[config.mk]
export PLATFORM = sky130hd
export DESIGN_NAME = regwr_guard
export DESIGN_NICKNAME = d
export VERILOG_FILES = /design/src/rtl/regwr_guard_pkg.sv /design/src/rtl/regwr_frame_parser.sv /design/src/rtl/regwr_latch_ctrl.sv /design/src/rtl/regwr_cycle_timer.sv /design/src/rtl/regwr_guard.sv
export SDC_FILE = /design/constraint.sdc
export NUM_CORES = 1
export LEC_CHECK = 0
export ABC_AREA = 1
export BUFFER_PORTS_ARGS = -buffer_cell sky130_fd_sc_hd__buf_2
export CAP_MARGIN = 10
export CORE_MARGIN = 5
export CORE_UTILIZATION = 51
export CTS_BUF_LIST = sky130_fd_sc_hd__clkbuf_4
export CTS_CLUSTER_SIZE = 20
export DETAILED_ROUTE_END_ITERATION = 10
export PLACE_DENSITY = 0.71
export SLEW_MARGIN = 20
export SYNTH_ARGS = -nofsm -noshare
export SYNTH_HDL_FRONTEND = slang
export SYNTH_SLANG_ARGS = --single-unit
[constraint.sdc]
create_clock -name clk -period 4 [get_ports clk]
set_clock_uncertainty 0.15 [all_clocks]
set_input_delay 0.4 -clock clk [delete_from_list [all_inputs] [get_ports clk]]
set_output_delay 0.4 -clock clk [all_outputs]
set_load 0.02 [all_outputs]
[src/rtl/regwr_guard_pkg.sv]
package regwr_guard_pkg;
   typedef enum logic [2:0] {
      PS_IDLE,
      PS_DEV,
      PS_ADDR,
      PS_DATA,
      PS_SKIP
   } pstate_e;

   localparam logic [7:0] SEL_WRITE = 8'hDE;
   localparam logic [7:0] SEL_READ  = 8'hDF;

   localparam logic [7:0] ST_CLEAR  = 8'h00;
   localparam logic [7:0] ST_ARM1   = 8'h02;
   localparam logic [7:0] ST_ARM2   = 8'h06;
endpackage

[src/rtl/regwr_frame_parser.sv]
module regwr_frame_parser
   import regwr_guard_pkg::*;
#(
   parameter int MAXB = 8,
   parameter int CW   = 4
) (
   input  logic              clk,
   input  logic              rst_n,
   input  logic              ev_start,
   input  logic              ev_stop,
   input  logic              ev_abort,
   input  logic              ev_byte,
   input  logic [7:0]        byte_in,
   output logic              frame_end,
   output logic [7:0]        fr_addr,
   output logic [CW-1:0]     fr_cnt,
   output logic [8*MAXB-1:0] fr_data
);
   localparam logic [CW-1:0] CNT_SAT = CW'(MAXB + 1);

   pstate_e st_q;
   logic    take_byte;

   assign take_byte = ev_byte && !ev_start && !ev_stop && !ev_abort;
   assign frame_end = ev_stop && !ev_abort && (st_q == PS_DATA) && (fr_cnt != '0);

   always_ff @(posedge clk or negedge rst_n) begin
      if (!rst_n) begin
         st_q    <= PS_IDLE;
         fr_addr <= '0;
         fr_cnt  <= '0;
      end else if (ev_abort || ev_stop) begin
         st_q <= PS_IDLE;
      end else if (ev_start) begin
         st_q   <= PS_DEV;
         fr_cnt <= '0;
      end else if (ev_byte) begin
         case (st_q)
            PS_DEV:  st_q <= (byte_in == SEL_WRITE) ? PS_ADDR : PS_SKIP;
            PS_ADDR: begin
               fr_addr <= byte_in;
               fr_cnt  <= '0;
               st_q    <= PS_DATA;
            end
            PS_DATA: if (fr_cnt != CNT_SAT) fr_cnt <= fr_cnt + 1'b1;
            default: ;
         endcase
      end
   end

   for (genvar g = 0; g < MAXB; g++) begin : g_lane
      logic [7:0] lane_q;
      always_ff @(posedge clk or negedge rst_n) begin
         if (!rst_n) lane_q <= '0;
         else if (take_byte && st_q == PS_DATA && fr_cnt == CW'(g)) lane_q <= byte_in;
      end
      assign fr_data[8*g +: 8] = lane_q;
   end
endmodule

[src/rtl/regwr_latch_ctrl.sv]
module regwr_latch_ctrl
   import regwr_guard_pkg::*;
#(
   parameter int CW        = 4,
   parameter int CLK_BASE  = 0,
   parameter int CLK_BYTES = 8,
   parameter int CTL_BASE  = 8,
   parameter int CTL_BYTES = 5,
   parameter int STAT_ADDR = 15
) (
   input  logic          clk,
   input  logic          rst_n,
   input  logic          frame_end,
   input  logic [7:0]    fr_addr,
   input  logic [CW-1:0] fr_cnt,
   input  logic [7:0]    fr_byte0,
   input  logic          busy,
   output logic          wel,
   output logic          rwel,
   output logic          go,
   output logic          go_nv
);
   localparam int CTL_LAST = CTL_BASE + CTL_BYTES - 1;

   logic hit_stat, hit_clk, hit_ctl;
   int   a_i, c_i;

   always_comb begin
      a_i      = int'(fr_addr);
      c_i      = int'(fr_cnt);
      hit_stat = (a_i == STAT_ADDR) && (c_i == 1);
      hit_clk  = (a_i == CLK_BASE) && (c_i == CLK_BYTES);
      hit_ctl  = (a_i >= CTL_BASE) && (c_i >= 1) && (c_i <= CTL_BYTES)
                 && (a_i + c_i - 1 <= CTL_LAST);
      go       = frame_end && (hit_clk || hit_ctl) && wel && rwel && !busy;
      go_nv    = go && hit_ctl;
   end

   always_ff @(posedge clk or negedge rst_n) begin
      if (!rst_n) begin
         wel  <= 1'b0;
         rwel <= 1'b0;
      end else if (frame_end && hit_stat) begin
         case (fr_byte0)
            ST_CLEAR: begin
               wel  <= 1'b0;
               rwel <= 1'b0;
            end
            ST_ARM1: wel <= 1'b1;
            ST_ARM2: if (wel) rwel <= 1'b1;
            default: ;
         endcase
      end else if (go) begin
         rwel <= 1'b0;
      end
   end
endmodule

[src/rtl/regwr_cycle_timer.sv]
module regwr_cycle_timer #(
   parameter int NV_CYCLES  = 2_000_000,
   parameter int BUF_CYCLES = 4
) (
   input  logic clk,
   input  logic rst_n,
   input  logic start_nv,
   input  logic start_vol,
   output logic busy
);
   localparam int TW = $clog2(NV_CYCLES + 1);

   logic [TW-1:0] cnt_q;
   logic          vol_load;

   if (BUF_CYCLES == 0) begin : g_vol_none
      assign vol_load = 1'b0;
   end else begin : g_vol_timed
      assign vol_load = start_vol;
   end

   always_ff @(posedge clk or negedge rst_n) begin
      if (!rst_n)              cnt_q <= '0;
      else if (start_nv)       cnt_q <= TW'(NV_CYCLES);
      else if (vol_load)       cnt_q <= TW'(BUF_CYCLES);
      else if (cnt_q != '0)    cnt_q <= cnt_q - 1'b1;
   end

   assign busy = (cnt_q != '0);
endmodule

[src/rtl/regwr_guard.sv]
module regwr_guard #(
   parameter int CLK_BASE   = 0,
   parameter int CLK_BYTES  = 8,
   parameter int CTL_BASE   = 8,
   parameter int CTL_BYTES  = 5,
   parameter int STAT_ADDR  = 15,
   parameter int NV_CYCLES  = 2_000_000,
   parameter int BUF_CYCLES = 4,
   localparam int MAXB      = (CLK_BYTES > CTL_BYTES) ? CLK_BYTES : CTL_BYTES,
   localparam int LEN_W     = $clog2(MAXB + 2)
) (
   input  logic              clk,
   input  logic              rst_n,
   input  logic              ev_start,
   input  logic              ev_stop,
   input  logic              ev_abort,
   input  logic              ev_byte,
   input  logic [7:0]        byte_in,
   output logic              wel,
   output logic              rwel,
   output logic              busy,
   output logic              commit_valid,
   output logic              commit_nv,
   output logic [7:0]        commit_addr,
   output logic [LEN_W-1:0]  commit_len,
   output logic [8*MAXB-1:0] commit_data
);
   if (CLK_BYTES < 1 || CTL_BYTES < 1) begin : g_bad_size
      $error("regwr_guard: area sizes must be at least one byte");
   end
   if (CLK_BASE + CLK_BYTES > 256 || CTL_BASE + CTL_BYTES > 256 || STAT_ADDR > 255) begin : g_bad_range
      $error("regwr_guard: areas must fit an 8-bit address");
   end
   if (CTL_BASE < CLK_BASE + CLK_BYTES && CLK_BASE < CTL_BASE + CTL_BYTES) begin : g_bad_overlap
      $error("regwr_guard: clock and control areas overlap");
   end
   if ((STAT_ADDR >= CLK_BASE && STAT_ADDR < CLK_BASE + CLK_BYTES) ||
       (STAT_ADDR >= CTL_BASE && STAT_ADDR < CTL_BASE + CTL_BYTES)) begin : g_bad_stat
      $error("regwr_guard: status address lies inside a data area");
   end
   if (NV_CYCLES < 1 || BUF_CYCLES < 0 || BUF_CYCLES > NV_CYCLES) begin : g_bad_timing
      $error("regwr_guard: need 1 <= NV_CYCLES and 0 <= BUF_CYCLES <= NV_CYCLES");
   end

   logic              frame_end;
   logic [7:0]        fr_addr;
   logic [LEN_W-1:0]  fr_cnt;
   logic [8*MAXB-1:0] fr_data;
   logic              go, go_nv;

   regwr_frame_parser #(.MAXB(MAXB), .CW(LEN_W)) u_parse (
      .clk(clk), .rst_n(rst_n),
      .ev_start(ev_start), .ev_stop(ev_stop), .ev_abort(ev_abort),
      .ev_byte(ev_byte), .byte_in(byte_in),
      .frame_end(frame_end), .fr_addr(fr_addr), .fr_cnt(fr_cnt), .fr_data(fr_data)
   );

   regwr_latch_ctrl #(
      .CW(LEN_W), .CLK_BASE(CLK_BASE), .CLK_BYTES(CLK_BYTES),
      .CTL_BASE(CTL_BASE), .CTL_BYTES(CTL_BYTES), .STAT_ADDR(STAT_ADDR)
   ) u_latch (
      .clk(clk), .rst_n(rst_n), .frame_end(frame_end), .fr_addr(fr_addr),
      .fr_cnt(fr_cnt), .fr_byte0(fr_data[7:0]), .busy(busy),
      .wel(wel), .rwel(rwel), .go(go), .go_nv(go_nv)
   );

   regwr_cycle_timer #(.NV_CYCLES(NV_CYCLES), .BUF_CYCLES(BUF_CYCLES)) u_timer (
      .clk(clk), .rst_n(rst_n), .start_nv(go_nv), .start_vol(go && !go_nv), .busy(busy)
   );

   always_ff @(posedge clk or negedge rst_n) begin
      if (!rst_n) begin
         commit_valid <= 1'b0;
         commit_nv    <= 1'b0;
         commit_addr  <= '0;
         commit_len   <= '0;
         commit_data  <= '0;
      end else begin
         commit_valid <= go;
         if (go) begin
            commit_nv   <= go_nv;
            commit_addr <= fr_addr;
            commit_len  <= fr_cnt;
            commit_data <= fr_data;
         end
      end
   end
endmodule

==> impl_metrics.py, run 1 <==
metrics = {
    "outcome": {
        "status": "complete, no violations",
    },
    "placed_design": {
        "place.gp.congestion": 0.900,
        "hpwl_mm": 11.7,
        "port_buffers": 94,
        "dp_cells": 1133,
        "post-place-ws_ns": 0.267,
    },
    "timing": {
        "min_period_ns": 3.59,
        "fin_tns_setup_ns": 0,
        "setup_ws_ns": 0.411,
        "fin_crit_sh": 0.897,
        "final-setup-viol-count": 0,
        "rsz0062_at_grt": "no",
        "worst_pin_slew_ns": 0.977,
        "max_slew_margin": 0.348,
        "fmax_ghz": 0.279,
        "hold_viol": 0,
        "maxSlewViolCount": 0,
    },
    "worst_setup_path": {
        "cp_max_fo": 96,
        "r2r_cells": 17,
        "criticalPathCategory": "flop to flop",
        "r2r-end": "u_timer.cnt_q[9]$_DFFE_PN0P_",
        "reg2reg_from": "u_parse.fr_cnt[0]$_DFFE_PN0P_",
        "arrival_ns": 3.95,
        "reg2reg_slack_ns": 0.41,
        "worstSetupEndpointType": "flop",
        "crit_path_start_kind": "flop",
        "required_ns": 4.36,
    },
    "finish": {
        "fin_nets": 1005,
        "synthToLayoutAreaGrowth_pct": 13.4,
        "fillCellCount": 1333,
        "drive_gt1_frac": 0.144,
        "fin_cells": 1176,
        "insertedDiodeCount": 0,
    },
    "clocking": {
        "cts_buffers": 17,
        "cts-htree-levels": 4,
        "cts_sinks": 180,
        "cts_tree": "yes",
        "clk_pin_slew_worst_paths_ns": 0.16,
        "cts_root_buf": "clkbuf_4",
        "clk_latency_ns": 0.58,
        "post_cts_buffers": 0,
        "clk_path_buf_depth": 2,
    },
    "die": {
        "start_util": 0.524,
        "die-area_um2": 17600,
        "die_w_um": 133,
        "core_um2": 14600,
        "num_io_pins": 95,
        "row_count": 44,
        "die_height_um": 133,
    },
    "routing": {
        "final_antenna_net_count": 0,
        "vias": 6009,
        "wl_mm": 17.4,
        "drt-pass1-iter-count": 5,
        "drc": 0,
        "drt_iter0_markers": 494,
        "routedWlPerCell_um": 14.8,
        "viasPerCell": 5.11,
    },
    "worst_hold_path": {
        "hp-class": "input port to flop",
        "whs_path_depth": 6,
        "min_to": "u_parse.st_q[1]$_DFFE_PN0P_",
        "min_from": "ev_stop",
    },
    "pwr": {
        "leakagePower_nw": 4.73,
        "p_int_mw": 2.13,
        "power_frac_comb": 0.033,
        "switchingPower_uw": 787,
        "switching_share": 0.270,
        "ir_worst_vdd_mv": 0.220,
        "power_density_nw_per_um2": 336,
        "p_clk_frac": 0.341,
        "p_seq_frac": 0.625,
    },
    "logic_synthesis": {
        "avgSynthCellArea_um2": 8.75,
        "async_flop_share": 1.00,
        "ys_types": 35,
        "yosysSeqAreaShare": 0.587,
        "ys_warn_count": 0,
        "ys_seq_elements": 180,
        "synth-edff-count": 0,
        "syn-cell-area_um2": 7680,
        "yosys_most_used_dff": "dfrtp_1",
        "synth_nets": 903,
        "synth_cells": 877,
    },
    "job": {
        "drv_cap": 0,
    },
    "global_route": {
        "antenna_found_initial": 0,
        "grt_max_degree": 107,
        "grt_pass1_wl_mm": 29.3,
        "grt_pass1_vias": 5707,
        "grt_usage": 0.206,
        "overflow": 0,
    },
}
## worst max-delay path, stage by stage, from the launching register on
cell and delay (ns):
dfrtp_1 0.46, ha_1 0.26, fa_1 0.46, nor2_1 0.13, a21boi_1 0.22, nand3_1 0.15, nor3_1 0.21, ha_1 0.26
inv_1 0.05, nor2_1 0.03, nand2_1 0.06, nor2_1 0.04, nand2_1 0.05, nand2_1 0.10, a21oi_4 0.21, buf_12 0.38
o41ai_1 0.15, a21oi_1 0.14
## kinds of logic after synthesis
group,after synthesis,share of synthesized area
buffers and inverters,102,0.0536
XOR/XNOR,10,0.0114
flip-flops,180,0.587
AO/OA/AOI/OAI,126,0.0883
AND/OR/NAND/NOR,447,0.239
adder cells (fa/ha/maj),12,0.0205
## Yosys cell counts (7+ instances only)
| master | n | area, um^2 |
|---|---|---|
| xor2_1 | 7 | 61.3 |
| inv_1 | 74 | 278 |
| o21ai_0 | 95 | 475 |
| o31ai_1 | 7 | 52.6 |
| ha_1 | 11 | 138 |
| nor2_1 | 49 | 184 |
| nand4_1 | 7 | 43.8 |
| a21oi_1 | 13 | 65.1 |
| nor3_1 | 7 | 35.0 |
| buf_2 | 8 | 40.0 |
| nand2_1 | 323 | 1210 |
| clkbuf_1 | 13 | 48.8 |
| nand3_1 | 42 | 210 |
| dfrtp_1 | 180 | 4500 |
## worst max path at each step
stage	from	to	slack, ns	cells after the start
2_1_floorplan	u_parse.fr_cnt[0]$_DFFE_PN0P_	commit_data[10]$_DFFE_PN0P_	0.94	18
3_3_place_gp	u_parse.fr_cnt[0]$_DFFE_PN0P_	commit_data[21]$_DFFE_PN0P_	0.35	19
3_5_place_dp	u_parse.fr_cnt[0]$_DFFE_PN0P_	commit_data[17]$_DFFE_PN0P_	0.27	19
4_1_cts	u_parse.fr_cnt[0]$_DFFE_PN0P_	commit_data[4]$_DFFE_PN0P_	0.22	19
5_1_grt	u_parse.fr_cnt[0]$_DFFE_PN0P_	u_timer.cnt_q[9]$_DFFE_PN0P_	0.09	17
6_report	u_parse.fr_cnt[0]$_DFFE_PN0P_	u_timer.cnt_q[9]$_DFFE_PN0P_	0.41	17
## registers in the layout, summed over array words and instances (netlist names), 3 cells and up
register               count
u_parse.st_q               3
commit_data               64
u_parse.g_lane.lane_q     64
commit_addr                8
u_parse.fr_cnt             4
u_timer.cnt_q             21
u_parse.fr_addr            8
commit_len                 4
## power by group through the flow
stage / Clock (mW) / Combinational, mW / Sequential, mW
detailed placement: 0 / 0.0907 / 1.86
CTS: 1.03 / 0.0991 / 1.83
floorplan: 0 / 0.0251 / 1.86
global placement: 0 / 0.0902 / 1.86
global route: 1.12 / 0.111 / 1.83
finish: 0.997 / 0.0969 / 1.83
## metal layers
| layer | share of wire | GRT usage |
|---|---|---|
| met5 | 0 | 0 |
| met4 | 0.0085 | 0.0468 |
| met3 | 0.046 | 0.0486 |
| met2 | 0.45 | 0.312 |
| met1 | 0.49 | 0.303 |
## metrics by stage
step           instance area (um^2)  hold WS [ns]  utilization  power [mW]
6_report                       8700         0.114        0.594        2.92
5_1_grt                        8700         0.110        0.594        3.05
4_1_cts                        8700        0.0616        0.594        2.96
3_5_place_dp                   8310         0.304        0.568        1.95
3_3_place_gp                   8310         0.299        0.568        1.95
2_1_floorplan                  7680       -0.0456            -        1.89
## final cells by class
| cell class | instances | area [um^2] | share of cell area |
|---|---|---|---|
| tap | 184 | 230 | 0.0265 |
| sequential | 180 | 4500 | 0.518 |
| timing repair buffer | 109 | 642 | 0.0737 |
| multi-input combinational | 595 | 2760 | 0.317 |
| clock inverter | 15 | 151 | 0.0174 |
| inverter | 76 | 288 | 0.0331 |
| clock buffer | 17 | 128 | 0.0147 |
## placed cells by master, fill, tap and decap left out, types with 2 or more instances in the layout
master,instances
a21oi_1,13
nand4_1,7
ha_1,11
nor4_1,5
o22ai_1,3
inv_6,5
o21ai_0,95
nand3_1,42
clkinvlp_4,2
dfrtp_1,180
xnor2_1,3
nor2_1,49
inv_8,6
nor3_1,7
buf_2,93
o21a_1,2
nand2_1,323
o21ai_1,2
buf_12,2
nor3b_1,3
inv_1,74
clkbuf_4,17
buf_4,2
nand3_2,3
o31ai_1,7
xor2_1,7
nor2_4,2
dlygate4sd3_1,11
## repair_timing
action / 4_1_cts / 5_1_grt
gates resized for setup: 0 / 2
endpoints found under the setup margin: 0 / 61
endpoints found under the hold margin: 117 / 0
hold buffers: 11 / 0
Power figures use the tool's default switching activity.
==> inputs of run 2 (changes only) <==
- PLACE_DENSITY: 0.71 -> unset
- PLACE_DENSITY_LB_ADDON: unset -> 0.25
==> impl_metrics.py, run 2 (synthesized netlist as in run 1, its figures left out) <==
metrics = {
    "clocking": {
        "cts_buffers": 17,
        "cts_tree": "yes",
        "cts_root_buf": "clkbuf_4",
        "clk_latency_ns": 0.57,
        "cts_sinks": 180,
        "clk_path_buf_depth": 2,
        "cts-htree-levels": 4,
        "clk_pin_slew_worst_paths_ns": 0.14,
    },
    "die": {
        "die_w_um": 133,
        "die-area_um2": 17600,
        "die_height_um": 133,
        "core_um2": 14600,
        "row_count": 44,
        "start_util": 0.524,
        "num_io_pins": 95,
    },
    "routing": {
        "viasPerCell": 5.14,
        "drt-pass1-iter-count": 5,
        "final_antenna_net_count": 0,
        "drt_iter0_markers": 432,
        "vias": 6040,
        "routedWlPerCell_um": 14.7,
        "wl_mm": 17.3,
        "drc": 0,
    },
    "job": {
        "drv_cap": 0,
    },
    "pwr": {
        "switching_share": 0.247,
        "p_int_mw": 2.17,
        "power_density_nw_per_um2": 332,
        "switchingPower_uw": 712,
        "p_clk_frac": 0.332,
        "leakagePower_nw": 4.71,
        "power_frac_comb": 0.033,
        "ir_worst_vdd_mv": 0.218,
        "p_seq_frac": 0.635,
    },
    "timing": {
        "max_slew_margin": 0.438,
        "min_period_ns": 3.53,
        "worst_pin_slew_ns": 0.843,
        "final-setup-viol-count": 0,
        "hold_viol": 0,
        "maxSlewViolCount": 0,
        "rsz0062_at_grt": "no",
        "fmax_ghz": 0.283,
        "fin_tns_setup_ns": 0,
        "fin_crit_sh": 0.883,
    },
    "finish": {
        "drive_gt1_frac": 0.143,
        "layout_commonest_cell": "nand2_1",
        "insertedDiodeCount": 0,
        "seq_area_um2": 4500,
        "reg.largest.list": "commit_data: 64 flops, u_parse.g_lane.lane_q: 64 flops, u_timer.cnt_q: 21 flops",
        "fillCellCount": 1335,
        "multi_input_area_um2": 2760,
        "design_area_um2": 8670,
        "final_cell_mix": "323 x nand2_1, 180 x dfrtp_1, 95 x o21ai_0, 93 x buf_2, 74 x inv_1",
        "fin_cells": 1176,
        "synthToLayoutAreaGrowth_pct": 13.0,
        "fin_nets": 1005,
    },
    "global_route": {
        "grt_pass1_vias": 5790,
        "grt_usage": 0.203,
        "overflow": 0,
        "grt_pass1_wl_mm": 29.0,
        "grt_max_degree": 97,
        "antenna_found_initial": 0,
    },
    "placed_design": {
        "port_buffers": 94,
        "hpwl_mm": 11.7,
        "place.gp.congestion": 0.915,
        "placed_area_um2": 8310,
        "dp_cells": 1134,
    },
    "worst_setup_path": {
        "required_ns": 4.35,
        "path_cells": "ha_1 -> fa_1 -> nor2_1 -> a21boi_1 -> nand3_1 -> nor3_1 -> ha_1 -> inv_1 -> nor2_1 -> nand2_1 -> nor2_1 -> nand2_1 -> nand2_1 -> a21oi_4 -> buf_12 -> o41ai_1 -> a21oi_1",
        "crit_path_start_kind": "flop",
        "arrival_ns": 3.88,
        "cpPeakStageDelay_ns": 0.46,
        "cpLargestDelayFamily": "adder cells",
        "criticalPathCategory": "flop to flop",
        "cp_max_fo": 96,
        "worstSetupEndpointType": "flop",
        "critPathSlowestCell": "dfrtp_1",
        "cp_num_buf_inv": 2,
    },
    "outcome": {
        "status": "complete, no violations",
    },
    "worst_hold_path": {
        "hp-class": "input port to flop",
    },
}
run 2: path summary, 6_finish.rpt:
path                            slack, ns                               startpoint                             to  cells after the start
min in group asynchronous            0.31                                    rst_n   u_timer.cnt_q[1]$_DFFE_PN0P_                      2
worst max-delay path                 0.47            u_parse.fr_cnt[0]$_DFFE_PN0P_   u_timer.cnt_q[9]$_DFFE_PN0P_                     17
worst max register to register       0.47            u_parse.fr_cnt[0]$_DFFE_PN0P_   u_timer.cnt_q[9]$_DFFE_PN0P_                     17
worst min register to register       0.33  u_parse.g_lane[7].lane_q[1]$_DFFE_PN0P_    commit_data[57]$_DFFE_PN0P_                      2
worst min-delay path                 0.06                                 ev_start  u_parse.fr_cnt[1]$_DFFE_PN0P_                      4
max in group asynchronous            2.47                                    rst_n     commit_data[0]$_DFFE_PN0P_                      3
run 2: worst reg2reg max path, stage by stage, from the launching register on:
cell and delay (ns):
dfrtp_1 0.46, ha_1 0.25, fa_1 0.46, nor2_1 0.12
a21boi_1 0.21, nand3_1 0.14, nor3_1 0.21, ha_1 0.26
inv_1 0.05, nor2_1 0.03, nand2_1 0.05, nor2_1 0.04
nand2_1 0.05, nand2_1 0.10, a21oi_4 0.21, buf_12 0.39
o41ai_1 0.15, a21oi_1 0.14
run 2: layout make-up:
class                           instances  share of cell area
Sequential cell                       180               0.519
Multi-Input combinational cell        595               0.318
Timing Repair Buffer                  109              0.0723
Inverter                               76              0.0332
Tap cell                              184              0.0265
Clock buffer                           18              0.0156
Clock inverter                         14              0.0150
run 2: routing by layer:
| metal | vias up | routed length [um] | track usage |
|---|---|---|---|
| li1 | 3000 | - | - |
| met1 | 2864 | 8470 | 0.299 |
| met2 | 152 | 7810 | 0.308 |
| met3 | 24 | 783 | 0.0410 |
| met4 | 0 | 236 | 0.0589 |
| met5 | - | 0 | 0 |
run 2: metrics by stage:
step,hold WS [ns],total power [mW],setup WS (ns),util
3_5_place_dp,0.305,1.95,0.276,0.567
4_1_cts,0.00482,2.91,0.256,0.592
6_report,0.0618,2.88,0.466,0.592
2_1_floorplan,-0.0456,1.89,0.943,-
3_3_place_gp,0.299,1.95,0.371,0.567
5_1_grt,0.0653,2.99,0.167,0.592
run 2: timing repair:
| action | CTS | global route |
|---|---|---|
| buffers inserted | 0 | 0 |
| gates resized for setup | 0 | 2 |
| setup endpoints to repair | 0 | 58 |
| hold buffers | 10 | 0 |
| endpoints found under the hold margin | 102 | 0 |
run 2: power groups by stage:
stage                     Sequential (mW)  Clock, mW  Combinational (mW)
after global routing                 1.83       1.05               0.109
final                                1.83      0.956              0.0946
after floorplan                      1.86          0              0.0251
after detailed placement             1.86          0              0.0897
after CTS                            1.83      0.986              0.0972
after global placement               1.86          0              0.0898
==> inputs of run 3 (changes only) <==
- CORE_UTILIZATION: 51 -> 54
- RECOVER_POWER: unset -> 25
==> impl_metrics.py, run 3 (synthesized netlist as in run 1, its figures left out) <==
metrics = {
    "worst_setup_path": {
        "reg2reg_slack_ns": 0.44,
        "required_ns": 4.34,
        "r2r-end": "u_timer.cnt_q[5]$_DFFE_PN0P_",
        "criticalPathCategory": "flop to flop",
        "path_cells": "ha_1 -> fa_1 -> nor2_1 -> a21boi_1 -> nand3_1 -> nor3_1 -> ha_1 -> inv_1 -> nor2_1 -> nand2_1 -> nor2_1 -> nand2_1 -> nand2_1 -> a21oi_4 -> buf_12 -> o31ai_1 -> a21oi_1",
        "arrival_ns": 3.90,
        "crit_path_start_kind": "flop",
        "reg2reg_from": "u_parse.fr_cnt[0]$_DFFE_PN0P_",
        "startpoint": "u_parse.fr_cnt[0]$_DFFE_PN0P_",
        "cpPeakStageDelay_ns": 0.46,
        "cp_max_fo": 96,
        "critPathSlowestCell": "fa_1",
        "r2r_cells": 17,
        "worstSetupEndpointType": "flop",
    },
    "die": {
        "row_count": 43,
        "core_um2": 13900,
        "die-area_um2": 16700,
        "num_io_pins": 95,
        "start_util": 0.551,
        "die_height_um": 129,
        "die_w_um": 129,
    },
    "clocking": {
        "clk_latency_ns": 0.56,
        "clk_pin_slew_worst_paths_ns": 0.15,
        "cts_buffers": 17,
        "cts_sinks": 180,
        "cts-htree-levels": 4,
        "post_cts_buffers": 0,
        "cts_root_buf": "clkbuf_4",
        "cts_tree": "yes",
        "clk_path_buf_depth": 2,
    },
    "timing": {
        "rsz0062_at_grt": "no",
        "fmax_ghz": 0.281,
        "maxSlewViolCount": 81,
        "hold_viol": 0,
        "fin_crit_sh": 0.889,
        "worst_pin_slew_ns": 1.93,
        "final-setup-viol-count": 0,
        "fin_tns_setup_ns": 0,
        "max_slew_margin": -0.288,
        "whs_ns": 0.0659,
        "min_period_ns": 3.56,
    },
    "global_route": {
        "grt_pass1_vias": 5744,
        "grt_pass1_wl_mm": 28.8,
        "grt_max_degree": 97,
        "overflow": 0,
        "grt_usage": 0.219,
        "antenna_found_initial": 1,
    },
    "finish": {
        "multi_input_area_um2": 2760,
        "reg.largest.list": "commit_data: 64 flops, u_parse.g_lane.lane_q: 64 flops, u_timer.cnt_q: 21 flops",
        "drive_gt1_frac": 0.141,
        "layout_commonest_cell": "nand2_1",
        "synthToLayoutAreaGrowth_pct": 13.4,
        "fin_nets": 1005,
        "fillCellCount": 1237,
        "final_cell_mix": "323 x nand2_1, 180 x dfrtp_1, 95 x o21ai_0, 92 x buf_2, 74 x inv_1",
        "layout.core_utilization": 0.625,
        "design_area_um2": 8710,
        "fin_cells": 1171,
        "seq_area_um2": 4500,
    },
    "worst_hold_path": {
        "whs_path_depth": 4,
        "min_from": "ev_start",
        "hp-class": "input port to flop",
        "min_to": "u_parse.fr_cnt[1]$_DFFE_PN0P_",
    },
    "routing": {
        "drt_iter0_markers": 589,
        "routedWlPerCell_um": 14.6,
        "wl_mm": 17.1,
        "vias": 6081,
        "final_antenna_net_count": 0,
        "viasPerCell": 5.19,
        "drc": 0,
        "drt-pass1-iter-count": 5,
    },
    "placed_design": {
        "placed_area_um2": 8300,
        "dp_cells": 1130,
        "place.gp.congestion": 0.945,
        "port_buffers": 94,
        "hpwl_mm": 11.5,
    },
    "job": {
        "drv_cap": 1,
    },
    "pwr": {
        "ir_worst_vdd_mv": 0.204,
        "leakagePower_nw": 4.73,
        "power_density_nw_per_um2": 347,
    },
    "outcome": {
        "status": "complete, but fails checks",
        "violations": "max-capacitance violations, max-slew violations",
    },
}
[run 3: changes by cell type in the layout (fill, tap and decap cells not counted)]
cell and change:
clkbuf_4 -1, bufinv_16 +3, clkbuf_2 +3, clkinv_8 -1, buf_2 -1, buf_6 -1
inv_6 -1, clkinv_1 -1, diode_2 +1, clkbuf_1 +1, clkinvlp_4 -1, buf_4 -2
[run 3: metrics by stage]
step	total power, mW	worst slack (ns)
after CTS	3.06	0.183
after detailed placement	1.95	0.233
final	3.02	0.443
after floorplan	1.89	0.943
after global placement	1.95	0.378
after global routing	3.15	0.142
[run 3: critical path: cells and delay by family (launching register included)]
family                   cells  cell delay, ns
AND/OR/NAND/NOR              8            0.75
flip-flops                   1            0.45
buffers and inverters        2            0.41
adder cells (fa/ha/maj)      3            0.98
AO/OA/AOI/OAI                4            0.71
[run 3: area by class of cell]
class / count / share of cell area
clock buffers: 17 / 0.0147
repair buffers: 109 / 0.0706
well taps: 180 / 0.0259
inverters: 76 / 0.0331
multi-input cells: 595 / 0.317
diodes: 1 / 0.000287
flip-flops and latches: 180 / 0.517
clock inverters: 13 / 0.0211
[run 3: worst max-delay path by stage]
stage	to	slack (ns)
2_1_floorplan	commit_data[10]$_DFFE_PN0P_	0.94
3_3_place_gp	commit_data[8]$_DFFE_PN0P_	0.38
3_5_place_dp	commit_data[12]$_DFFE_PN0P_	0.23
4_1_cts	commit_data[12]$_DFFE_PN0P_	0.18
5_1_grt	u_timer.cnt_q[5]$_DFFE_PN0P_	0.14
6_report	u_timer.cnt_q[5]$_DFFE_PN0P_	0.44
[run 3: routing by layer]
metal  global-route usage  up-vias  share of wire
li1                     -     3007              -
met1                0.329     2887           0.48
met2                0.331      172           0.45
met3               0.0474       15          0.057
met4               0.0500        0          0.011
met5                    0        -              0
[run 3: power breakdown]
part	switching (mW)	internal [mW]	total, mW
clock	0.609	0.491	1.10
combinational	0.0727	0.0208	0.0935
sequential	0.00358	1.82	1.83
total	0.685	2.33	3.02
[run 3: repair_timing]
item	CTS	global route
resized for setup	0	2
hold buffers	10	0
endpoints found under the hold margin	87	0
setup endpoints to repair	0	61
